File: src/rtl/cal_clock_pkg.sv
package cal_clock_pkg;

  localparam int N_ALARM = 3;

  // register map
  localparam logic [3:0] A_SEC      = 4'd0;
  localparam logic [3:0] A_MIN      = 4'd2;
  localparam logic [3:0] A_HOUR     = 4'd4;
  localparam logic [3:0] A_DOW      = 4'd6;
  localparam logic [3:0] A_DOM      = 4'd7;
  localparam logic [3:0] A_MON      = 4'd8;
  localparam logic [3:0] A_YEAR     = 4'd9;
  localparam logic [3:0] A_STAT     = 4'd10;
  localparam logic [3:0] A_CTRL     = 4'd11;

  localparam logic [6:0] STAT_LOW   = 7'h26;
  localparam logic [7:0] BLANK_BYTE = 8'hFF;

  typedef struct packed {
    logic [7:0] year;
    logic [7:0] mon;
    logic [7:0] dom;
    logic [7:0] dow;
    logic [7:0] hour;
    logic [7:0] min;
    logic [7:0] sec;
  } cal_now_t;

  localparam cal_now_t NOW_RESET = '{year: 8'h00, mon: 8'h01, dom: 8'h01,
                                     dow: 8'h01, hour: 8'h00, min: 8'h00,
                                     sec: 8'h00};

  // add one to a packed BCD byte
  function automatic logic [7:0] bcd_inc(input logic [7:0] v);
    if (v[3:0] >= 4'd9) return {v[7:4] + 4'd1, 4'd0};
    else                return {v[7:4], v[3:0] + 4'd1};
  endfunction

  // last valid day (BCD) of a BCD month; leap when BCD year divisible by 4
  function automatic logic [7:0] last_day(input logic [7:0] mon, input logic [7:0] year);
    logic leap;
    leap = year[4] ? (year[1:0] == 2'b10) : (year[1:0] == 2'b00);
    case (mon)
      8'h02:                      return leap ? 8'h29 : 8'h28;
      8'h04, 8'h06, 8'h09, 8'h11: return 8'h30;
      default:                    return 8'h31;
    endcase
  endfunction

endpackage

File: src/rtl/cal_sec_timer.sv
module cal_sec_timer #(
  parameter int TICKS_PER_SEC = 64,
  parameter int WARN_TICKS    = 8,
  parameter int BUSY_TICKS    = 4
) (
  input  logic clk,
  input  logic rst_n,
  input  logic hold,
  output logic uip,
  output logic busy,
  output logic step
);
  localparam int CW = $clog2(TICKS_PER_SEC);
  localparam logic [CW-1:0] LAST_TICK = CW'(TICKS_PER_SEC - 1);
  localparam logic [CW-1:0] WARN_AT   = CW'(TICKS_PER_SEC - WARN_TICKS - BUSY_TICKS);
  localparam logic [CW-1:0] BUSY_AT   = CW'(TICKS_PER_SEC - BUSY_TICKS);

  logic [CW-1:0] cnt_q, cnt_d;

  always_comb begin
    if (hold)                    cnt_d = '0;
    else if (cnt_q == LAST_TICK) cnt_d = '0;
    else                         cnt_d = cnt_q + 1'b1;
  end

  always_ff @(posedge clk or negedge rst_n) begin
    if (!rst_n) cnt_q <= '0;
    else        cnt_q <= cnt_d;
  end

  assign uip  = !hold && (cnt_q >= WARN_AT);
  assign busy = !hold && (cnt_q >= BUSY_AT);
  assign step = !hold && (cnt_q == LAST_TICK);

endmodule

File: src/rtl/cal_time_keeper.sv
module cal_time_keeper
  import cal_clock_pkg::*;
(
  input  logic                        clk,
  input  logic                        rst_n,
  input  logic                        step,
  input  logic                        wr_en,
  input  logic [3:0]                  addr,
  input  logic [7:0]                  wr_data,
  output cal_now_t                    now_q,
  output logic [N_ALARM-1:0][7:0]     alarm_q
);
  cal_now_t now_d;
  logic     now_en;

  always_comb begin
    now_d = now_q;
    if (wr_en) begin
      case (addr)
        A_SEC:   now_d.sec  = wr_data;
        A_MIN:   now_d.min  = wr_data;
        A_HOUR:  now_d.hour = wr_data;
        A_DOW:   now_d.dow  = wr_data;
        A_DOM:   now_d.dom  = wr_data;
        A_MON:   now_d.mon  = wr_data;
        A_YEAR:  now_d.year = wr_data;
        default: ;
      endcase
    end else if (step) begin
      if (now_q.sec != 8'h59) begin
        now_d.sec = bcd_inc(now_q.sec);
      end else begin
        now_d.sec = 8'h00;
        if (now_q.min != 8'h59) begin
          now_d.min = bcd_inc(now_q.min);
        end else begin
          now_d.min = 8'h00;
          if (now_q.hour < 8'h23) begin
            now_d.hour = bcd_inc(now_q.hour);
          end else begin
            now_d.hour = 8'h00;
            now_d.dow  = (now_q.dow >= 8'h07) ? 8'h01 : bcd_inc(now_q.dow);
            if (now_q.dom < last_day(now_q.mon, now_q.year)) begin
              now_d.dom = bcd_inc(now_q.dom);
            end else begin
              now_d.dom = 8'h01;
              if (now_q.mon < 8'h12) begin
                now_d.mon = bcd_inc(now_q.mon);
              end else begin
                now_d.mon  = 8'h01;
                now_d.year = (now_q.year == 8'h99) ? 8'h00 : bcd_inc(now_q.year);
              end
            end
          end
        end
      end
    end
  end

  assign now_en = wr_en || step;

  always_ff @(posedge clk or negedge rst_n) begin
    if (!rst_n)      now_q <= NOW_RESET;
    else if (now_en) now_q <= now_d;
  end

  // alarm bytes sit at the odd addresses 1, 3, 5
  for (genvar gi = 0; gi < N_ALARM; gi++) begin : g_alarm
    localparam logic [3:0] ALM_ADDR = 4'(2 * gi + 1);
    logic alm_we;
    assign alm_we = wr_en && (addr == ALM_ADDR);
    always_ff @(posedge clk or negedge rst_n) begin
      if (!rst_n)      alarm_q[gi] <= 8'h00;
      else if (alm_we) alarm_q[gi] <= wr_data;
    end
  end

endmodule

File: src/rtl/cal_reg_port.sv
module cal_reg_port
  import cal_clock_pkg::*;
(
  input  logic                    clk,
  input  logic                    rst_n,
  input  logic [3:0]              addr,
  input  logic                    wr_en,
  input  logic [7:0]              wr_data,
  input  cal_now_t                now,
  input  logic [N_ALARM-1:0][7:0] alarm,
  input  logic                    uip,
  input  logic                    busy,
  output logic                    tk_wr_en,
  output logic                    hold_q,
  output logic [7:0]              rd_data
);
  logic hold_we;

  assign hold_we  = wr_en && (addr == A_CTRL);
  assign tk_wr_en = wr_en && !busy && (addr <= A_YEAR);

  always_ff @(posedge clk or negedge rst_n) begin
    if (!rst_n)       hold_q <= 1'b0;
    else if (hold_we) hold_q <= wr_data[0];
  end

  always_comb begin
    case (addr)
      4'd0:    rd_data = now.sec;
      4'd1:    rd_data = alarm[0];
      4'd2:    rd_data = now.min;
      4'd3:    rd_data = alarm[1];
      4'd4:    rd_data = now.hour;
      4'd5:    rd_data = alarm[2];
      4'd6:    rd_data = now.dow;
      4'd7:    rd_data = now.dom;
      4'd8:    rd_data = now.mon;
      4'd9:    rd_data = now.year;
      A_STAT:  rd_data = {uip, STAT_LOW};
      A_CTRL:  rd_data = {7'd0, hold_q};
      default: rd_data = 8'h00;
    endcase
    if (busy && (addr <= A_YEAR)) rd_data = BLANK_BYTE;
  end

endmodule

File: src/rtl/bcd_calendar_clock.sv
module bcd_calendar_clock
  import cal_clock_pkg::*;
#(
  parameter int TICKS_PER_SEC = 64,
  parameter int WARN_TICKS    = 8,
  parameter int BUSY_TICKS    = 4
) (
  input  logic       clk,
  input  logic       rst_n,
  input  logic [3:0] reg_addr,
  input  logic       reg_we,
  input  logic [7:0] reg_wdata,
  output logic [7:0] reg_rdata
);
  logic [1:0]              rst_pipe;
  logic                    rst_sync_n;
  logic                    uip, busy, step, hold, tk_wr_en;
  cal_now_t                now_q;
  logic [N_ALARM-1:0][7:0] alarm_q;

  // asynchronous assert, synchronous release
  always_ff @(posedge clk or negedge rst_n) begin
    if (!rst_n) rst_pipe <= 2'b00;
    else        rst_pipe <= {rst_pipe[0], 1'b1};
  end
  assign rst_sync_n = rst_pipe[1];

  cal_sec_timer #(
    .TICKS_PER_SEC (TICKS_PER_SEC),
    .WARN_TICKS    (WARN_TICKS),
    .BUSY_TICKS    (BUSY_TICKS)
  ) u_timer (
    .clk   (clk),
    .rst_n (rst_sync_n),
    .hold  (hold),
    .uip   (uip),
    .busy  (busy),
    .step  (step)
  );

  cal_time_keeper u_keeper (
    .clk     (clk),
    .rst_n   (rst_sync_n),
    .step    (step),
    .wr_en   (tk_wr_en),
    .addr    (reg_addr),
    .wr_data (reg_wdata),
    .now_q   (now_q),
    .alarm_q (alarm_q)
  );

  cal_reg_port u_port (
    .clk      (clk),
    .rst_n    (rst_sync_n),
    .addr     (reg_addr),
    .wr_en    (reg_we),
    .wr_data  (reg_wdata),
    .now      (now_q),
    .alarm    (alarm_q),
    .uip      (uip),
    .busy     (busy),
    .tk_wr_en (tk_wr_en),
    .hold_q   (hold),
    .rd_data  (reg_rdata)
  );

endmodule

File: config.mk
export PLATFORM = sky130hd
export DESIGN_NAME = bcd_calendar_clock
export DESIGN_NICKNAME = d
export VERILOG_FILES = /design/src/rtl/cal_clock_pkg.sv /design/src/rtl/cal_sec_timer.sv /design/src/rtl/cal_time_keeper.sv /design/src/rtl/cal_reg_port.sv /design/src/rtl/bcd_calendar_clock.sv
export SDC_FILE = /design/constraint.sdc
export NUM_CORES = 1
export LEC_CHECK = 0
export BUFFER_PORTS_ARGS = -buffer_cell sky130_fd_sc_hd__buf_2
export CAP_MARGIN = 20
export CORE_ASPECT_RATIO = 1.1
export CORE_MARGIN = 3
export CORE_UTILIZATION = 35
export DETAILED_ROUTE_END_ITERATION = 8
export GPL_ROUTABILITY_DRIVEN = 0
export PLACE_DENSITY = 0.48
export SYNTH_ARGS = -nofsm -noshare
export SYNTH_HDL_FRONTEND = slang
export SYNTH_SLANG_ARGS = --single-unit
File: constraint.sdc
create_clock -name clk -period 3.4 [get_ports clk]
set_input_delay 0.34 -clock clk [delete_from_list [all_inputs] [get_ports clk]]
set_output_delay 0.34 -clock clk [all_outputs]
set_load 0.01 [all_outputs]
==> results.md, run 1 <==
* NetSw at around 1.6 mW
* Post-synth EDFFs at 0
* Num ports at 23
* Largest family of logic cells by synthesized area: compound AO/OA/AOI/OAI gates
* Filler cells at between 1,500 and 2,000
* Placed Cells at about 900
* Reg power frac at between 40 and 50%
* Final wirelength at between 20,000 and 25,000 um
* Worst Setup Path Type: reg2reg
* Worst skew pair latency at roughly 0.35 ns
* RSZ-0062 raised after global routing: false
* Max frequency at about 0.32 GHz
* Crit path buffers/inverters at 1
* Static Leak at about 3.0 nW
* Min cycle time layout at around 3.2 ns
* Placed wire-length estimate at ~15,000 um
* CTS root buffer: clkbuf_16
* TritonCTS Sinks at 89
* Final TNS setup at 0 ns
* Clock Path Buffers at 2
* Clk pin slew, worst setup/hold paths at around 0.07 ns
* Area growth syn-to-layout at 11.9%
* Met2 wire length at between 9000 and 10,000 um
* Worst EP arrival at between 3 and 4 ns
* Vias/cell at just under 6
* Core Area at 16,600 um2
* Initial antenna violation count at 0
* Largest area contributor in the netlist: dfrtp_1
* Post-synth net total at approximately 700
* Gate power share at around 33%
* Slew Limit Fails at 0
* Setup-failing EPs final at 0
* Drt initial violations at 480
* Top-count cell post-synth: dfrtp_1
* Largest net degree at the start of global routing at 53
* Max_cap viols at 0
* CP Launch Type: register
* Worst Path Required at around 3.6 ns
* Number of global-route vias before repair at roughly 5,300
* First-pass GRT wire length at approximately 32,000 um
* Pwr dens at 588 nW/um2
* Multiplexer area fraction after synthesis at ~9.2%
* Worst vdd ir at 0.247 mV
* Top cell by count, worst path: ha_1
* Top FF cell, synth: dfrtp_1
* Average size of a mapped cell at 9.16 um2
* XOR/XNOR share of the synthesized area at 0.290%
* Worst min path class: in2reg
* Distinct cell type count after synthesis at 73
* Ranking of synthesized cells by area: dfrtp_1, ha_1, mux2_2
* Fin. Hold Viols at 0
* Metal-1 WL at 9230 um
* Switching Share at roughly two fifths
* Adder-cell share of the synthesized area at roughly 9.1%
* Slew @ Worst Pin at a little over 0.9 ns
* Worst Hold Margin at 0.276 ns
* Internal power at around 2.4 mW
* Synthesis warning total at 0
* Initial Util at between 30% and 40%
* CP Max Fanout at 18
* Cts bufs inserted at 9
* # rows at 49
* Sequential share of the synthesized area at between 30 and 40%
* Grt ovf at 0
* Setup Fix Bufs, Post-CTS at 0
* Synth top area share at between 30% and 40%
* Worst Skew at roughly 0.0061 ns
* Post-DR wirelength/cell at 22.5 um
* Final #Nets at 740
* Die Y at roughly 140 um
* DR pass1 iterations at 5
* TritonCTS clock tree: yes
* Number of diodes at 0
* Full die area at 18,900 um2
* Worst path slowest cell: dfstp_2
* Synth cell count leaders: dfrtp_1, o21ai_0, nor2_1
* GRT Overall Usage at between 20 and 25%
* Vias post-DR at about 5,300
* Yosys reg bits at about 90
* Period utilization at between 90% and 100%
* Cell Chain, Critical Path: inv_1 -> ha_1 -> nand4_1 -> a21oi_1 -> ha_1 -> o211ai_1 -> nor3_1 -> o21a_1 -> a21o_1 -> nand3_2 -> mux2_1
* Port-buffer cells at 22
* Routed length on met3 at about 960 um
* Cell area after synthesis at 6050 um2
* CP Capture Type: register
* H-tree lvl count at 3
* CP delay by family, top: compound AO/OA/AOI/OAI gates
* Outcome: complete, no violations
* Die W at between 100 and 150 um
* Max stage delay on crit path at 0.59 ns
* Post-Syn Instances at 660
* Clock group share of total power at 24.2%
* Number of remaining DRC errors at 0
* Async SR Flop Fraction at 100%
* Final ANT Viol Nets at 0
* Relative slew slack at 37.6%
* Finished Layout Cells at just over 900
* Share of layout cells above drive strength 1 at around 16%
* Synth Area in Compound Gates at between 20% and 30%
* Post-synthesis simple-gate area fraction at roughly 16%
* Top layer in use: met4
-- sequential cells by signal, indices dropped and copies added, names as in the netlist --
signal	flops
rst_pipe	2
u_timer.cnt_q	6
u_keeper.now_q	56
u_port.hold_q	1
u_keeper.alarm_q	24
-- placed cells by master (no fill, tap or decap), types with 9 or more instances in the layout --
cell type	instances
dfrtp_1	85
o21ai_0	51
nor2_1	50
ha_1	44
a21oi_1	41
inv_1	39
nand2_1	36
nand3_1	32
mux2_2	32
buf_4	24
buf_2	22
nor3_1	18
and2_1	12
nor2b_1	11
a31oi_1	11
mux2i_1	10
a22oi_1	9
a22o_1	9
a211oi_1	9
o31ai_1	9
clkbuf_16	9
-- power groups by stage --
stage               logic, mW  registers [mW]  clock network [mW]
floorplan               0.979            1.54                   0
global placement         1.29            1.70                   0
detailed placement       1.32            1.70                   0
CTS                      1.33            1.68               0.981
global route             1.50            1.73                1.04
finish                   1.33            1.69               0.962
-- layout make-up --
| type | instances | area [um2] | share of cell area, % |
|---|---|---|---|
| clock buffer | 11 | 243 | 3.59 |
| inverter | 39 | 146 | 2.16 |
| timing repair buffer | 47 | 300 | 4.44 |
| multi-input combinational | 495 | 3520 | 52.1 |
| clock inverter | 5 | 31.3 | 0.462 |
| tap | 229 | 287 | 4.23 |
| sequential | 89 | 2230 | 33.0 |
-- cell families after synthesis --
kind of cell	count (synthesis)
DFF	89
muxes	48
other	1
adders and majority gates	44
xor gates and xnor gates	2
AOI/OAI and AO/OA	206
and+or+nand+nor	194
buffers and inverters	76
-- final timing paths --
| kind | cells after the start | startpoint | slack, ns | end |
|---|---|---|---|---|
| max in group asynchronous | 1 | rst_pipe[1] | 2.18 | u_keeper.now_q[32] |
| min in group asynchronous | 2 | rst_n | 0.30 | rst_pipe[1] |
| max | 11 | u_keeper.now_q[40] | 0.24 | u_keeper.now_q[53] |
| min | 2 | reg_wdata[1] | 0.28 | u_keeper.alarm_q[1] |
| max reg2reg | 11 | u_keeper.now_q[40] | 0.24 | u_keeper.now_q[53] |
| min reg2reg | 0 | rst_pipe[0] | 0.35 | rst_pipe[1] |
-- metrics by stage --
step | power, mW | utilization (%) | instance area, um2 | setup slack [ns]
6_report | 3.98 | 40.7 | 6770 | 0.243
3_3_place_gp | 2.98 | 39.0 | 6480 | 0.345
3_5_place_dp | 3.02 | 39.0 | 6480 | 0.293
2_1_floorplan | 2.52 | - | 6050 | 0.743
5_1_grt | 4.27 | 40.7 | 6770 | 0.0441
4_1_cts | 4.00 | 40.7 | 6770 | 0.248
-- metal layers --
| metal | up-vias | track usage (%) |
|---|---|---|
| met1 | 2585 | 29.1 |
| li1 | 2484 | - |
| met3 | 52 | 2.66 |
| met2 | 161 | 36.8 |
| met5 | - | 0 |
| met4 | 0 | 11.4 |
-- timing repair --
item | 4_1_cts | 5_1_grt
gates resized for setup | 0 | 0
endpoints found under the setup margin | 0 | 0
hold buffers | 1 | 0
hold endpoints to repair | 2 | 0
Power figures use the tool's default switching activity.
==> run 2, diff against run 1 <==
- ABC_AREA: not set -> 1
==> run 2 against run 1 <==
  * Count of clock-buffer cells in the layout down 2
  * Setup slack improved by 0.65 ns
  * Area after synthesis is 4.2% lower
==> results.md, run 2 <==
* First-pass GRT wire length at roughly 28,000 um
* DR pass1 iterations at 5
* Average size of a mapped cell at slightly below 8 um2
* Largest registers: u_keeper.now_q: 56 flops, u_keeper.alarm_q: 24 flops, u_timer.cnt_q: 6 flops
* Post-synth EDFFs at 0
* Post-DR wirelength/cell at 18.2 um
* Setup Fix Bufs, Post-CTS at 0
* Max frequency at around 0.40 GHz
* Final #Nets at slightly above 800
* Largest Register: u_keeper.now_q
* Distinct cell type count after synthesis at 47
* Share of layout cells above drive strength 1 at between 10% and 20%
* Static Leak at approximately 3.1 nW
* Area growth syn-to-layout at 11.2%
* Fin. Hold Viols at 0
* Full die area at roughly 18,000 um2
* Core Area at around 16,000 um2
* CTS root buffer: clkbuf_16
* Cell Chain, Critical Path: inv_1 -> ha_1 -> nand2_1 -> nor2_1 -> inv_1 -> nor2_1 -> ha_1 -> a211o_1 -> nor2_2 -> nand2_2 -> nor2_1 -> nand2_1 -> a21boi_1
* GRT Overall Usage at 20.4%
* Post-Syn Instances at 740
* Worst Setup Path Type: reg2reg
* Number of flip-flops under the largest register name at 56
* Synth top area share at 37.1%
* Commonest cells after routing, fill and taps aside: nand2_1, inv_1, o21ai_0
* # rows at 48
* Reg2reg path depth at 13
* Slew @ Worst Pin at 0.829 ns
* TritonCTS clock tree: yes
* Finished Layout Cells at just under 1,000
* Most common cell after layout, fill and taps aside: nand2_1
* Clock Path Buffers at 2
* Outcome: complete, no violations
* Max_cap viols at 0
* Worst EP arrival at approximately 2.8 ns
* Top FF cell, synth: dfrtp_1
* Placed Cells at about 960
* Sequential share of the synthesized area at between 30% and 40%
* CP Capture Type: register
* Async SR Flop Fraction at 100%
* Synth cell count leaders: nand2_1, inv_1, o21ai_0
* Worst r2r src: u_keeper.now_q[40]
* R2R setup slack at 0.89 ns
* Slew Limit Fails at 0
* Relative slew slack at 44.8%
* Initial antenna violation count at 0
* Grt ovf at 0
* Num ports at 23
* Vias/cell at between 5 and 6
* Pwr dens at between 600 and 700 nW/um2
* Worst skew pair latency at 0.35 ns
* Worst Skew at roughly 0.0086 ns
* Setup-failing EPs final at 0
* Die W at approximately 130 um
* Max stage delay on crit path at 0.58 ns
* Worst path slowest cell: dfstp_2
* Period utilization at ~74%
* Top cell by count, worst path: nor2_1
* Initial Util at 36.3%
* Number of remaining DRC errors at 0
* Worst vdd ir at between 0.3 and 0.4 mV
* Largest net degree at the start of global routing at 58
* Yosys reg bits at 89
* Final wirelength at 17,800 um
* Largest area contributor in the netlist: dfrtp_1
* Final ANT Viol Nets at 0
* Cts bufs inserted at 9
* CP Launch Type: register
* Worst Path Required at about 3.7 ns
* Synthesis warning total at 0
* Die Y at around 140 um
* Final TNS setup at 0 ns
* Vias post-DR at between 5,000 and 6,000
* Min cycle time layout at approximately 2.5 ns
* Total Power at roughly 4.4 mW
* H-tree lvl count at 3
* Placed wire-length estimate at approximately 14,000 um
* TritonCTS Sinks at 89
* Ranking of synthesized cells by area: dfrtp_1, nand2_1, ha_1
* Cell area after synthesis at ~5800 um2
* R2r endpoint: u_keeper.now_q[35]
* Worst min path class: in2async
* Top-count cell post-synth: nand2_1
* Number of global-route vias before repair at about 5,000
* Drt initial violations at 423
* Clk pin slew, worst setup/hold paths at about 0.070 ns
* Number of diodes at 0
* RSZ-0062 raised after global routing: false
* Post-synth net total at ~800
* Port-buffer cells at 22
* CP Max Fanout at 9
## run 2: changes by cell type in the layout (fill, tap and decap cells not counted), sizes merged, moves of 11 or more
cell    change
nand2     +127
and2       -12
xor2       +15
nor3       -13
nor2b      -11
a21oi      -20
mux2       -36
inv        +76
a221oi     +15
buf        -21
o21ai      +46
nor2       +19
nand4      +13
## run 2: how the worst max path moves through the flow
stage,startpoint,to,slack (ns),cells after the start
final,u_keeper.now_q[40],u_keeper.now_q[35],0.89,13
after global routing,u_keeper.now_q[40],u_keeper.now_q[34],0.66,13
after CTS,u_keeper.now_q[40],u_keeper.now_q[35],0.91,13
after detailed placement,u_keeper.now_q[40],u_keeper.now_q[35],0.92,13
after global placement,u_keeper.now_q[40],u_keeper.now_q[34],1.00,13
after floorplan,rst_pipe[1],u_keeper.alarm_q[0],0.74,0
## run 2: power by group
group | internal [mW] | switching (mW)
Combinational | 0.598 | 1.01
Sequential | 1.41 | 0.383
Clock | 0.576 | 0.470
Total | 2.58 | 1.86
## run 2: timing repair
action,in CTS,in global routing
hold buffers,1,0
gates resized for setup,0,0
endpoints found under the hold margin,2,0
## run 2: through the flow
stage | area [um2] | util (%) | hold WS, ns | worst slack (ns)
after floorplan | 5800 | - | 0.0444 | 0.743
after global placement | 6140 | 38.4 | 0.125 | 1.00
after CTS | 6450 | 40.4 | 0.286 | 0.910
final | 6450 | 40.4 | 0.292 | 0.889
after detailed placement | 6140 | 38.4 | 0.127 | 0.915
after global routing | 6450 | 40.4 | 0.312 | 0.659
## run 2: cells by family after synthesis
group	count (synthesis)	synth area share, %
AOI/OAI and AO/OA	175	17.8
xor gates and xnor gates	23	3.48
adders and majority gates	44	9.50
buffers and inverters	120	8.14
DFF	89	38.5
other	1	0.0647
and+or+nand+nor	288	22.5
## run 2: layout make-up
type	instances	area, um2
Inverter	113	427
Multi-Input combinational cell	531	3090
Clock buffer	9	225
Sequential cell	89	2230
Clock inverter	7	73.8
Tap cell	200	250
Timing Repair Buffer	26	143
Fill cell	1666	9530
## run 2: worst max-delay path: cells and delay by family (launching register included)
| kind | cells | cell delay (ns) |
|---|---|---|
| and+or+nand+nor | 7 | 0.86 |
| buffers and inverters | 2 | 0.18 |
| AOI/OAI and AO/OA | 2 | 0.43 |
| DFF | 1 | 0.58 |
| adders and majority gates | 2 | 0.39 |
## run 2: metal layers
| layer | track usage, % | wire length (um) |
|---|---|---|
| met1 | 29.1 | 8210 |
| met2 | 30.8 | 8090 |
| met3 | 4.24 | 1020 |
| met4 | 6.80 | 447 |
| met5 | 0 | 0 |
